**src/rtl/xw_pkg.sv**
```systemverilog
`timescale 1ns/1ps
package xw_pkg;

    localparam int unsigned XW_DW       = 32;
    localparam int unsigned XW_WP_BIT   = 2;
    localparam int unsigned XW_USED_BIT = 3;
    localparam int unsigned XW_MOD_BIT  = 4;
    localparam int unsigned XW_SUPV_BIT = 8;

    // Type code in descriptor bits 1:0
    typedef enum logic [1:0] {
        DT_INVALID = 2'b00,
        DT_PAGE    = 2'b01,
        DT_SHORT   = 2'b10,
        DT_LONG    = 2'b11
    } dtype_e;

    typedef enum logic [1:0] {
        FLT_NONE    = 2'b00,
        FLT_INVALID = 2'b01,
        FLT_PROT    = 2'b10,
        FLT_PRIV    = 2'b11
    } fault_e;

    typedef enum logic [1:0] {
        ST_IDLE,
        ST_FETCH,
        ST_WBACK,
        ST_RESP
    } state_e;

    // Which descriptor word the current fetch reads
    typedef enum logic [1:0] {
        STEP_L1_ATTR,
        STEP_L1_PTR,
        STEP_L2,
        STEP_L3
    } step_e;

    typedef struct packed {
        dtype_e             dtype;
        logic               wprot;
        logic               supv;
        logic [XW_DW-1:0]   tbl_base;
        logic [XW_DW-1:0]   page_base;
    } desc_t;

endpackage

```
**src/rtl/xw_desc_decode.sv**
```systemverilog
`timescale 1ns/1ps
module xw_desc_decode
    import xw_pkg::*;
(
    input  logic [XW_DW-1:0] word_i,
    output desc_t            desc_o
);

    always_comb begin
        desc_o.dtype     = dtype_e'(word_i[1:0]);
        desc_o.wprot     = word_i[XW_WP_BIT];
        desc_o.supv      = word_i[XW_SUPV_BIT];
        desc_o.tbl_base  = {word_i[XW_DW-1:4], 4'b0000};
        desc_o.page_base = {word_i[XW_DW-1:8], 8'h00};
    end

    // Used and modified flags are handled by the write-back path in the top
    logic unused_flags;
    assign unused_flags = ^{word_i[XW_MOD_BIT], word_i[XW_USED_BIT]};

endmodule

```
**src/rtl/xw_entry_addr.sv**
```systemverilog
`timescale 1ns/1ps
module xw_entry_addr
    import xw_pkg::*;
#(
    parameter int unsigned IDX_A_W = 7,
    parameter int unsigned IDX_B_W = 6,
    parameter int unsigned IDX_C_W = 6,
    parameter int unsigned OFF_W   = 13
) (
    input  logic [IDX_A_W+IDX_B_W+IDX_C_W+OFF_W-1:0] vaddr_i,
    input  logic [XW_DW-1:0]                          base_i,
    input  step_e                                     step_i,
    output logic [XW_DW-1:0]                          addr_o
);

    localparam int unsigned C_LSB = OFF_W;
    localparam int unsigned B_LSB = C_LSB + IDX_C_W;
    localparam int unsigned A_LSB = B_LSB + IDX_B_W;

    logic [IDX_A_W-1:0] idx_a;
    logic [IDX_B_W-1:0] idx_b;
    logic [IDX_C_W-1:0] idx_c;

    assign idx_a = vaddr_i[A_LSB +: IDX_A_W];
    assign idx_b = vaddr_i[B_LSB +: IDX_B_W];
    assign idx_c = vaddr_i[C_LSB +: IDX_C_W];

    // First level: 8-byte entries, attribute word then pointer word.
    // Lower levels: 4-byte entries.
    always_comb begin
        unique case (step_i)
            STEP_L1_ATTR: addr_o = base_i + (XW_DW'(idx_a) << 3);
            STEP_L1_PTR:  addr_o = base_i + (XW_DW'(idx_a) << 3) + XW_DW'(4);
            STEP_L2:      addr_o = base_i + (XW_DW'(idx_b) << 2);
            default:      addr_o = base_i + (XW_DW'(idx_c) << 2);
        endcase
    end

    logic unused_offset;
    assign unused_offset = ^vaddr_i[OFF_W-1:0];

endmodule

```
**src/rtl/xw_pa_calc.sv**
```systemverilog
`timescale 1ns/1ps
module xw_pa_calc
    import xw_pkg::*;
#(
    parameter int unsigned IDX_A_W = 7,
    parameter int unsigned IDX_B_W = 6,
    parameter int unsigned IDX_C_W = 6,
    parameter int unsigned OFF_W   = 13
) (
    input  logic [XW_DW-1:0]                          page_base_i,
    input  logic [IDX_A_W+IDX_B_W+IDX_C_W+OFF_W-1:0] vaddr_i,
    input  logic [1:0]                                level_i,
    output logic [XW_DW-1:0]                          paddr_o
);

    localparam int unsigned VA_W  = IDX_A_W + IDX_B_W + IDX_C_W + OFF_W;
    localparam int unsigned B_LSB = OFF_W + IDX_C_W;
    localparam int unsigned A_LSB = B_LSB + IDX_B_W;

    logic [XW_DW-1:0] frame;
    logic [XW_DW-1:0] keep;

    assign frame = {page_base_i[XW_DW-1:OFF_W], {OFF_W{1'b0}}};

    // Index bits not consumed by the walk stay part of the in-page offset
    always_comb begin
        unique case (level_i)
            2'd1:    keep = (XW_DW'(1) << A_LSB) - XW_DW'(1);
            2'd2:    keep = (XW_DW'(1) << B_LSB) - XW_DW'(1);
            default: keep = (XW_DW'(1) << OFF_W) - XW_DW'(1);
        endcase
    end

    assign paddr_o = frame + (XW_DW'(vaddr_i) & keep);

    logic unused_low;
    assign unused_low = ^page_base_i[OFF_W-1:0];

endmodule

```
**src/rtl/xlate_walker.sv**
```systemverilog
`timescale 1ns/1ps
module xlate_walker
    import xw_pkg::*;
#(
    parameter int unsigned IDX_A_W = 7,
    parameter int unsigned IDX_B_W = 6,
    parameter int unsigned IDX_C_W = 6,
    parameter int unsigned OFF_W   = 13
) (
    input  logic                                      clk,
    input  logic                                      rst_n,
    input  logic [31:0]                               root_base,
    input  logic                                      req_valid,
    output logic                                      req_ready,
    input  logic [IDX_A_W+IDX_B_W+IDX_C_W+OFF_W-1:0] req_vaddr,
    input  logic                                      req_write,
    input  logic                                      req_super,
    output logic                                      mem_valid,
    output logic                                      mem_write,
    output logic [31:0]                               mem_addr,
    output logic [31:0]                               mem_wdata,
    input  logic                                      mem_done,
    input  logic [31:0]                               mem_rdata,
    output logic                                      rsp_valid,
    output logic [31:0]                               rsp_paddr,
    output logic [1:0]                                rsp_fault
);

    localparam int unsigned VA_W = IDX_A_W + IDX_B_W + IDX_C_W + OFF_W;
    localparam logic [XW_DW-1:0] USED_MASK = XW_DW'(1) << XW_USED_BIT;
    localparam logic [XW_DW-1:0] MOD_MASK  = XW_DW'(1) << XW_MOD_BIT;

    typedef struct packed {
        state_e           state;
        step_e            step;
        logic [VA_W-1:0]  vaddr;
        logic             wr;
        logic             sup;
        logic [XW_DW-1:0] tbl_base;
        logic [XW_DW-1:0] page_base;
        logic [1:0]       end_lvl;
        logic [1:0]       wb_lvl;
        logic [XW_DW-1:0] d1;
        logic [XW_DW-1:0] a1;
        logic [XW_DW-1:0] d2;
        logic [XW_DW-1:0] a2;
        logic [XW_DW-1:0] d3;
        logic [XW_DW-1:0] a3;
        fault_e           fault;
    } walk_t;

    walk_t r_q, r_d;

    // ---------------- helpers ----------------
    logic [XW_DW-1:0] entry_addr;
    desc_t            dec;
    logic [XW_DW-1:0] pa_calc;

    xw_entry_addr #(
        .IDX_A_W (IDX_A_W),
        .IDX_B_W (IDX_B_W),
        .IDX_C_W (IDX_C_W),
        .OFF_W   (OFF_W)
    ) u_ea (
        .vaddr_i (r_q.vaddr),
        .base_i  (r_q.tbl_base),
        .step_i  (r_q.step),
        .addr_o  (entry_addr)
    );

    xw_desc_decode u_dec (
        .word_i (mem_rdata),
        .desc_o (dec)
    );

    xw_pa_calc #(
        .IDX_A_W (IDX_A_W),
        .IDX_B_W (IDX_B_W),
        .IDX_C_W (IDX_C_W),
        .OFF_W   (OFF_W)
    ) u_pa (
        .page_base_i (r_q.page_base),
        .vaddr_i     (r_q.vaddr),
        .level_i     (r_q.end_lvl),
        .paddr_o     (pa_calc)
    );

    // ---------------- write-back selection ----------------
    logic [XW_DW-1:0] wb_old;
    logic [XW_DW-1:0] wb_addr;
    logic [XW_DW-1:0] wb_word;
    logic             wb_need;

    always_comb begin
        unique case (r_q.wb_lvl)
            2'd1: begin
                wb_old  = r_q.d1;
                wb_addr = r_q.a1;
            end
            2'd2: begin
                wb_old  = r_q.d2;
                wb_addr = r_q.a2;
            end
            default: begin
                wb_old  = r_q.d3;
                wb_addr = r_q.a3;
            end
        endcase
        wb_word = wb_old | USED_MASK;
        if ((r_q.wb_lvl == r_q.end_lvl) && r_q.wr) begin
            wb_word = wb_word | MOD_MASK;
        end
        wb_need = (wb_word != wb_old);
    end

    // ---------------- outputs ----------------
    always_comb begin
        req_ready = (r_q.state == ST_IDLE);
        mem_valid = (r_q.state == ST_FETCH) || ((r_q.state == ST_WBACK) && wb_need);
        mem_write = (r_q.state == ST_WBACK);
        mem_addr  = (r_q.state == ST_WBACK) ? wb_addr : entry_addr;
        mem_wdata = (r_q.state == ST_WBACK) ? wb_word : '0;
        rsp_valid = (r_q.state == ST_RESP);
        rsp_fault = r_q.fault;
        rsp_paddr = ((r_q.state == ST_RESP) && (r_q.fault == FLT_NONE)) ? pa_calc : '0;
    end

    // ---------------- next state ----------------
    always_comb begin
        r_d = r_q;
        unique case (r_q.state)
            ST_IDLE: begin
                if (req_valid) begin
                    r_d.vaddr    = req_vaddr;
                    r_d.wr       = req_write;
                    r_d.sup      = req_super;
                    r_d.tbl_base = {root_base[31:4], 4'b0000};
                    r_d.step     = STEP_L1_ATTR;
                    r_d.fault    = FLT_NONE;
                    r_d.end_lvl  = 2'd3;
                    r_d.wb_lvl   = 2'd1;
                    r_d.state    = ST_FETCH;
                end
            end

            ST_FETCH: begin
                if (mem_done) begin
                    unique case (r_q.step)
                        STEP_L1_ATTR: begin
                            r_d.d1 = mem_rdata;
                            r_d.a1 = entry_addr;
                            if ((dec.dtype == DT_INVALID) || (dec.dtype == DT_LONG)) begin
                                r_d.fault = FLT_INVALID;
                                r_d.state = ST_RESP;
                            end else if (!r_q.sup && dec.supv) begin
                                r_d.fault = FLT_PRIV;
                                r_d.state = ST_RESP;
                            end else if (r_q.wr && dec.wprot) begin
                                r_d.fault = FLT_PROT;
                                r_d.state = ST_RESP;
                            end else begin
                                r_d.step = STEP_L1_PTR;
                            end
                        end

                        STEP_L1_PTR: begin
                            if (dtype_e'(r_q.d1[1:0]) == DT_PAGE) begin
                                r_d.page_base = dec.page_base;
                                r_d.end_lvl   = 2'd1;
                                r_d.state     = ST_WBACK;
                            end else begin
                                r_d.tbl_base = dec.tbl_base;
                                r_d.step     = STEP_L2;
                            end
                        end

                        STEP_L2: begin
                            r_d.d2 = mem_rdata;
                            r_d.a2 = entry_addr;
                            if ((dec.dtype == DT_INVALID) || (dec.dtype == DT_LONG)) begin
                                r_d.fault = FLT_INVALID;
                                r_d.state = ST_RESP;
                            end else if (r_q.wr && dec.wprot) begin
                                r_d.fault = FLT_PROT;
                                r_d.state = ST_RESP;
                            end else if (dec.dtype == DT_PAGE) begin
                                r_d.page_base = dec.page_base;
                                r_d.end_lvl   = 2'd2;
                                r_d.state     = ST_WBACK;
                            end else begin
                                r_d.tbl_base = dec.tbl_base;
                                r_d.step     = STEP_L3;
                            end
                        end

                        default: begin
                            r_d.d3 = mem_rdata;
                            r_d.a3 = entry_addr;
                            if (dec.dtype != DT_PAGE) begin
                                r_d.fault = FLT_INVALID;
                                r_d.state = ST_RESP;
                            end else if (r_q.wr && dec.wprot) begin
                                r_d.fault = FLT_PROT;
                                r_d.state = ST_RESP;
                            end else begin
                                r_d.page_base = dec.page_base;
                                r_d.end_lvl   = 2'd3;
                                r_d.state     = ST_WBACK;
                            end
                        end
                    endcase
                end
            end

            ST_WBACK: begin
                if (!wb_need || mem_done) begin
                    if (r_q.wb_lvl == r_q.end_lvl) begin
                        r_d.state = ST_RESP;
                    end else begin
                        r_d.wb_lvl = r_q.wb_lvl + 2'd1;
                    end
                end
            end

            default: begin
                r_d.state = ST_IDLE;
            end
        endcase
    end

    always_ff @(posedge clk or negedge rst_n) begin
        if (!rst_n) begin
            r_q <= '{state: ST_IDLE, step: STEP_L1_ATTR, fault: FLT_NONE, default: '0};
        end else begin
            r_q <= r_d;
        end
    end

    // ---------------- assertions ----------------
    logic wrote_q;
    always_ff @(posedge clk or negedge rst_n) begin
        if (!rst_n) begin
            wrote_q <= 1'b0;
        end else if (req_valid && req_ready) begin
            wrote_q <= 1'b0;
        end else if (mem_valid && mem_write && mem_done) begin
            wrote_q <= 1'b1;
        end
    end

    p_idle_quiet_r1: assert property (@(posedge clk) disable iff (!rst_n)
        req_ready |-> (!mem_valid && !rsp_valid));

    p_no_write_on_fault_r8: assert property (@(posedge clk) disable iff (!rst_n)
        (rsp_valid && (rsp_fault != 2'b00)) |-> !wrote_q);

    p_wb_sets_used_r9: assert property (@(posedge clk) disable iff (!rst_n)
        (mem_valid && mem_write) |-> mem_wdata[XW_USED_BIT]);

    p_rsp_pulse_r11: assert property (@(posedge clk) disable iff (!rst_n)
        rsp_valid |=> !rsp_valid);

    p_busy_after_accept_r11: assert property (@(posedge clk) disable iff (!rst_n)
        (req_valid && req_ready) |=> !req_ready);

    p_mem_hold_r12: assert property (@(posedge clk) disable iff (!rst_n)
        (mem_valid && !mem_done) |=>
            (mem_valid && $stable(mem_addr) && $stable(mem_write) && $stable(mem_wdata)));

endmodule

```
**config.mk**
```make
export PLATFORM = sky130hd
export DESIGN_NAME = xlate_walker
export DESIGN_NICKNAME = d
export VERILOG_FILES = /design/src/rtl/xw_pkg.sv /design/src/rtl/xw_desc_decode.sv /design/src/rtl/xw_entry_addr.sv /design/src/rtl/xw_pa_calc.sv /design/src/rtl/xlate_walker.sv
export SDC_FILE = /design/constraint.sdc
export NUM_CORES = 1
export LEC_CHECK = 0
export ABC_AREA = 1
export BUFFER_PORTS_ARGS = -buffer_cell sky130_fd_sc_hd__buf_2
export CAP_MARGIN = 20
export CORE_ASPECT_RATIO = 0.9
export CORE_MARGIN = 3
export CORE_UTILIZATION = 35
export DETAILED_ROUTE_END_ITERATION = 10
export PLACE_DENSITY = 0.53
export REMOVE_ABC_BUFFERS = 1
export SLEW_MARGIN = 5
export SYNTH_ARGS = -nofsm -noshare
export SYNTH_HDL_FRONTEND = slang
export SYNTH_SLANG_ARGS = --single-unit
```
**constraint.sdc**
```tcl
create_clock -name clk -period 3.2 [get_ports clk]
set_input_delay 0.64 -clock clk [delete_from_list [all_inputs] [get_ports clk]]
set_output_delay 0.64 -clock clk [all_outputs]
set_load 0.02 [all_outputs]
```
==> summary.txt <==
Run status
  • Status: finished, violations left
  • Violated checks: setup timing

Routing
  • Starting DRT DRC Count: 1034
  • Routed Antenna Nets: 0
  • Via count: 14600
  • DR pass1 iterations: 5
  • WL/cell: 19.2 um
  • Via density: 5.16
  • DRC: 0
  • Total wire length: 54.3 mm

Pwr
  • Power consumption: between 20000 and 25000 uW
  • Switching power: 9530 uW
  • Combinational Power Share: 0.551
  • Sequential power share: 0.259
  • Leakage power: 0.0101 uW
  • Cell-internal power: 12100 uW
  • PD cells: ~1100 nW/um2
  • Worst VDD drop: about 0.57 mV
  • Switching share of total power: 0.441
  • Clk network pwr share: 0.189

Setup path
  • Crit Path Class: flop to primary output
  • CP endpoint kind: primary output
  • Maximum net fanout on the critical path: 5
  • Setup crit start kind: flop
  • Crit path required time: 2.56 ns
  • Crit path DAT: 2.86 ns

Floorplanning
  • Ports: 204
  • Initial Util: 0.358
  • FP Rows: 71
  • Die width: 225 um
  • Die ar.: 45600 um2
  • Core ar.: 42200 um2
  • Die Height: roughly 200 um

Synthesis
  • Cell Area, Synth: between 15000 and 20000 um2
  • Synth unique cells: 52
  • Number of synthesized register bits: 277
  • Cell accounting for the most synthesized area: dfrtp_1
  • EDFF count, synth: 0
  • Async set-reset flop share out of synthesis: 1.00
  • Main synth FF type: dfrtp_1
  • Synth top area cells: dfrtp_1, nand2_1, o21ai_0
  • Ys Warns: 0
  • Mean post-synth cell area: roughly 7.7 um2
  • Post-Syn Instances: ~2000
  • Top-area cell type share of the netlist area: 0.459
  • Register area share after synthesis: 0.459

Clocking
  • Hold bufs inserted after CTS: 0
  • Clk sinks: 277
  • H-Tree Depth: 2
  • Total CTS buffers: 34
  • Worst-Skew Late Latency: 0.53 ns
  • Maximum buffer depth of the clock tree: 3
  • Clock-pin slew on the worst setup and hold paths: 0.06 ns
  • Clk root buf: clkbuf_16
  • CTS tree: built

STA
  • Unrepaired setup endpoints after global routing: true
  • Max Fclk: between 200 and 300 MHz
  • Min Tclk post-route: 3.50 ns
  • Fin. max-slew vios: 0
  • TNS Setup: -9.14 ns
  • Slew headroom: 0.583
  • Tightest Pin Transition: 0.623 ns
  • Hold WS: a little under 0.07 ns
  • Final Setup Violations: 42
  • Final period util: 1.10
  • Setup WS post-layout: -0.304 ns
  • Clock Skews: 0.0174 ns
  • Final hold violation count: 0

Final layout
  • Area delta synth->final: 34.1%
  • Layout cell share with drive strength beyond 1: 0.289
  • Storage element area: 6930 um2
  • Multi-input gate area: between 8000 and 9000 um2
  • Nets@finish: between 2000 and 2500
  • Final Util: 0.479
  • Fill cell count: approximately 4200

Run
  • Max-Cap Viols: 0

Placed design
  • Port bufs: 197
  • Gpl congestion: ~0.91
  • Dpl hpwl: 37.0 mm

Global route
  • GRT met3 Usage: 0.0402
  • Met1 Track Usage GR: 0.342
  • Met2 GRT Util: 0.370
  • Number of global-route vias before repair: 14500
  • First-pass GRT wire length: approximately 84 mm
  • GRT Residual Overflow: 0
  • Most used routing layer: met2
  • Initial antenna violation count: 3
  • Largest net degree at the start of global routing: 76
  • Tot GR Track Use: 0.236

Hold path
  • HP Class: input pin to asynchronous set/reset pin
layout by cell type, fill, tap and decap left out, types with 49 or more instances in the layout:
cell	count
nand2_2	58
buf_4	132
nor2_1	89
buf_2	151
nand3_1	60
buf_6	49
o21ai_1	53
dfrtp_1	276
inv_1	179
o21ai_0	132
nand2_1	575
o22ai_1	84
worst max-delay path: stages (launching register included):
cell and delay (ns):
dfrtp_1 0.41, ha_4 0.33, buf_6 0.14, nor2_1 0.05, ha_1 0.34, buf_6 0.11
nand2_2 0.06, o21bai_4 0.22, nand2_1 0.09, nand2_2 0.11, a21o_1 0.15, nand2_1 0.07
nand2_1 0.06, nor2_1 0.05, buf_4 0.15
metrics by stage:
step | instances | area, um2 | setup slack [ns]
2_1_floorplan | 1867 | 14600 | -0.522
3_3_place_gp | 2705 | 17200 | -0.101
3_5_place_dp | 2705 | 17200 | -0.138
4_1_cts | 2807 | 19500 | -0.281
5_1_grt | 2825 | 20200 | -0.440
6_report | 2826 | 20200 | -0.304
synthesized netlist by cell type (9+ instances only):
library cell,instances
nand4_1,16
inv_2,19
a21oi_1,49
a221o_1,10
clkbuf_1,65
a22o_1,31
buf_4,10
nor2_1,101
o21ai_2,19
o21ai_1,50
o21ai_0,147
dfrtp_1,277
xor2_1,9
inv_1,186
ha_1,37
nand2_1,653
o22ai_1,87
buf_1,9
nand3_1,84
buf_2,14
timing repair:
action,in CTS,in global routing
setup endpoints to repair,64,54
gates resized for setup,230,146
buffers inserted,41,21
pin swaps,68,82
hold endpoints to repair,0,0
cloned,1,0
cell type report:
cell class,instances,share of cell area
multi-input cells,1383,0.396
diodes,3,0.000371
flip-flops and latches,277,0.343
inverters,207,0.0396
repair buffers,347,0.129
clock buffers,50,0.0502
well taps,547,0.0338
clock inverters,12,0.00829
routing by layer:
layer	vias up	wire [um]	part of all wire
met5	-	0	0
met4	0	994	0.018
met3	63	3260	0.060
met2	425	24400	0.45
met1	7052	25700	0.47
li1	7034	-	-
path summary, 6_finish.rpt:
path                               start             to  slack [ns]  cells after the start
max                             r_q[196]  rsp_paddr[24]       -0.30                     14
min                                rst_n       r_q[100]        0.07                      1
max reg2reg                     r_q[296]        r_q[26]        0.13                     25
min reg2reg                      r_q[30]        r_q[30]        0.47                      2
max in group asynchronous          rst_n       r_q[170]        2.23                      2
min in group clk           req_vaddr[27]       r_q[291]        0.32                      3
cell families (layout without fill, tap and decap cells):
| logic type | Yosys count | count (layout) | share of synthesized area |
|---|---|---|---|
| xor gates and xnor gates | 13 | 13 | 0.00755 |
| DFF | 277 | 277 | 0.459 |
| muxes | 1 | 1 | 0.000663 |
| AOI/OAI and AO/OA | 436 | 436 | 0.176 |
| buffers and inverters | 311 | 616 | 0.0843 |
| other | 1 | 6 | 0.000249 |
| and+or+nand+nor | 892 | 892 | 0.240 |
| adders and majority gates | 38 | 38 | 0.0320 |
state kept, by name, indices dropped and copies added, names as in the netlist:
| signal | count |
|---|---|
| rsp_fault | 2 |
| r_q | 275 |
power by group through the flow:
stage	logic, uW	registers (uW)	clock network [uW]
3_5_place_dp	9400	5570	0
4_1_cts	11000	5560	4180
2_1_floorplan	5770	5360	0
5_1_grt	13000	5740	4320
6_report	11900	5600	4090
3_3_place_gp	9300	5540	0
(Power assumes the default switching activity.)
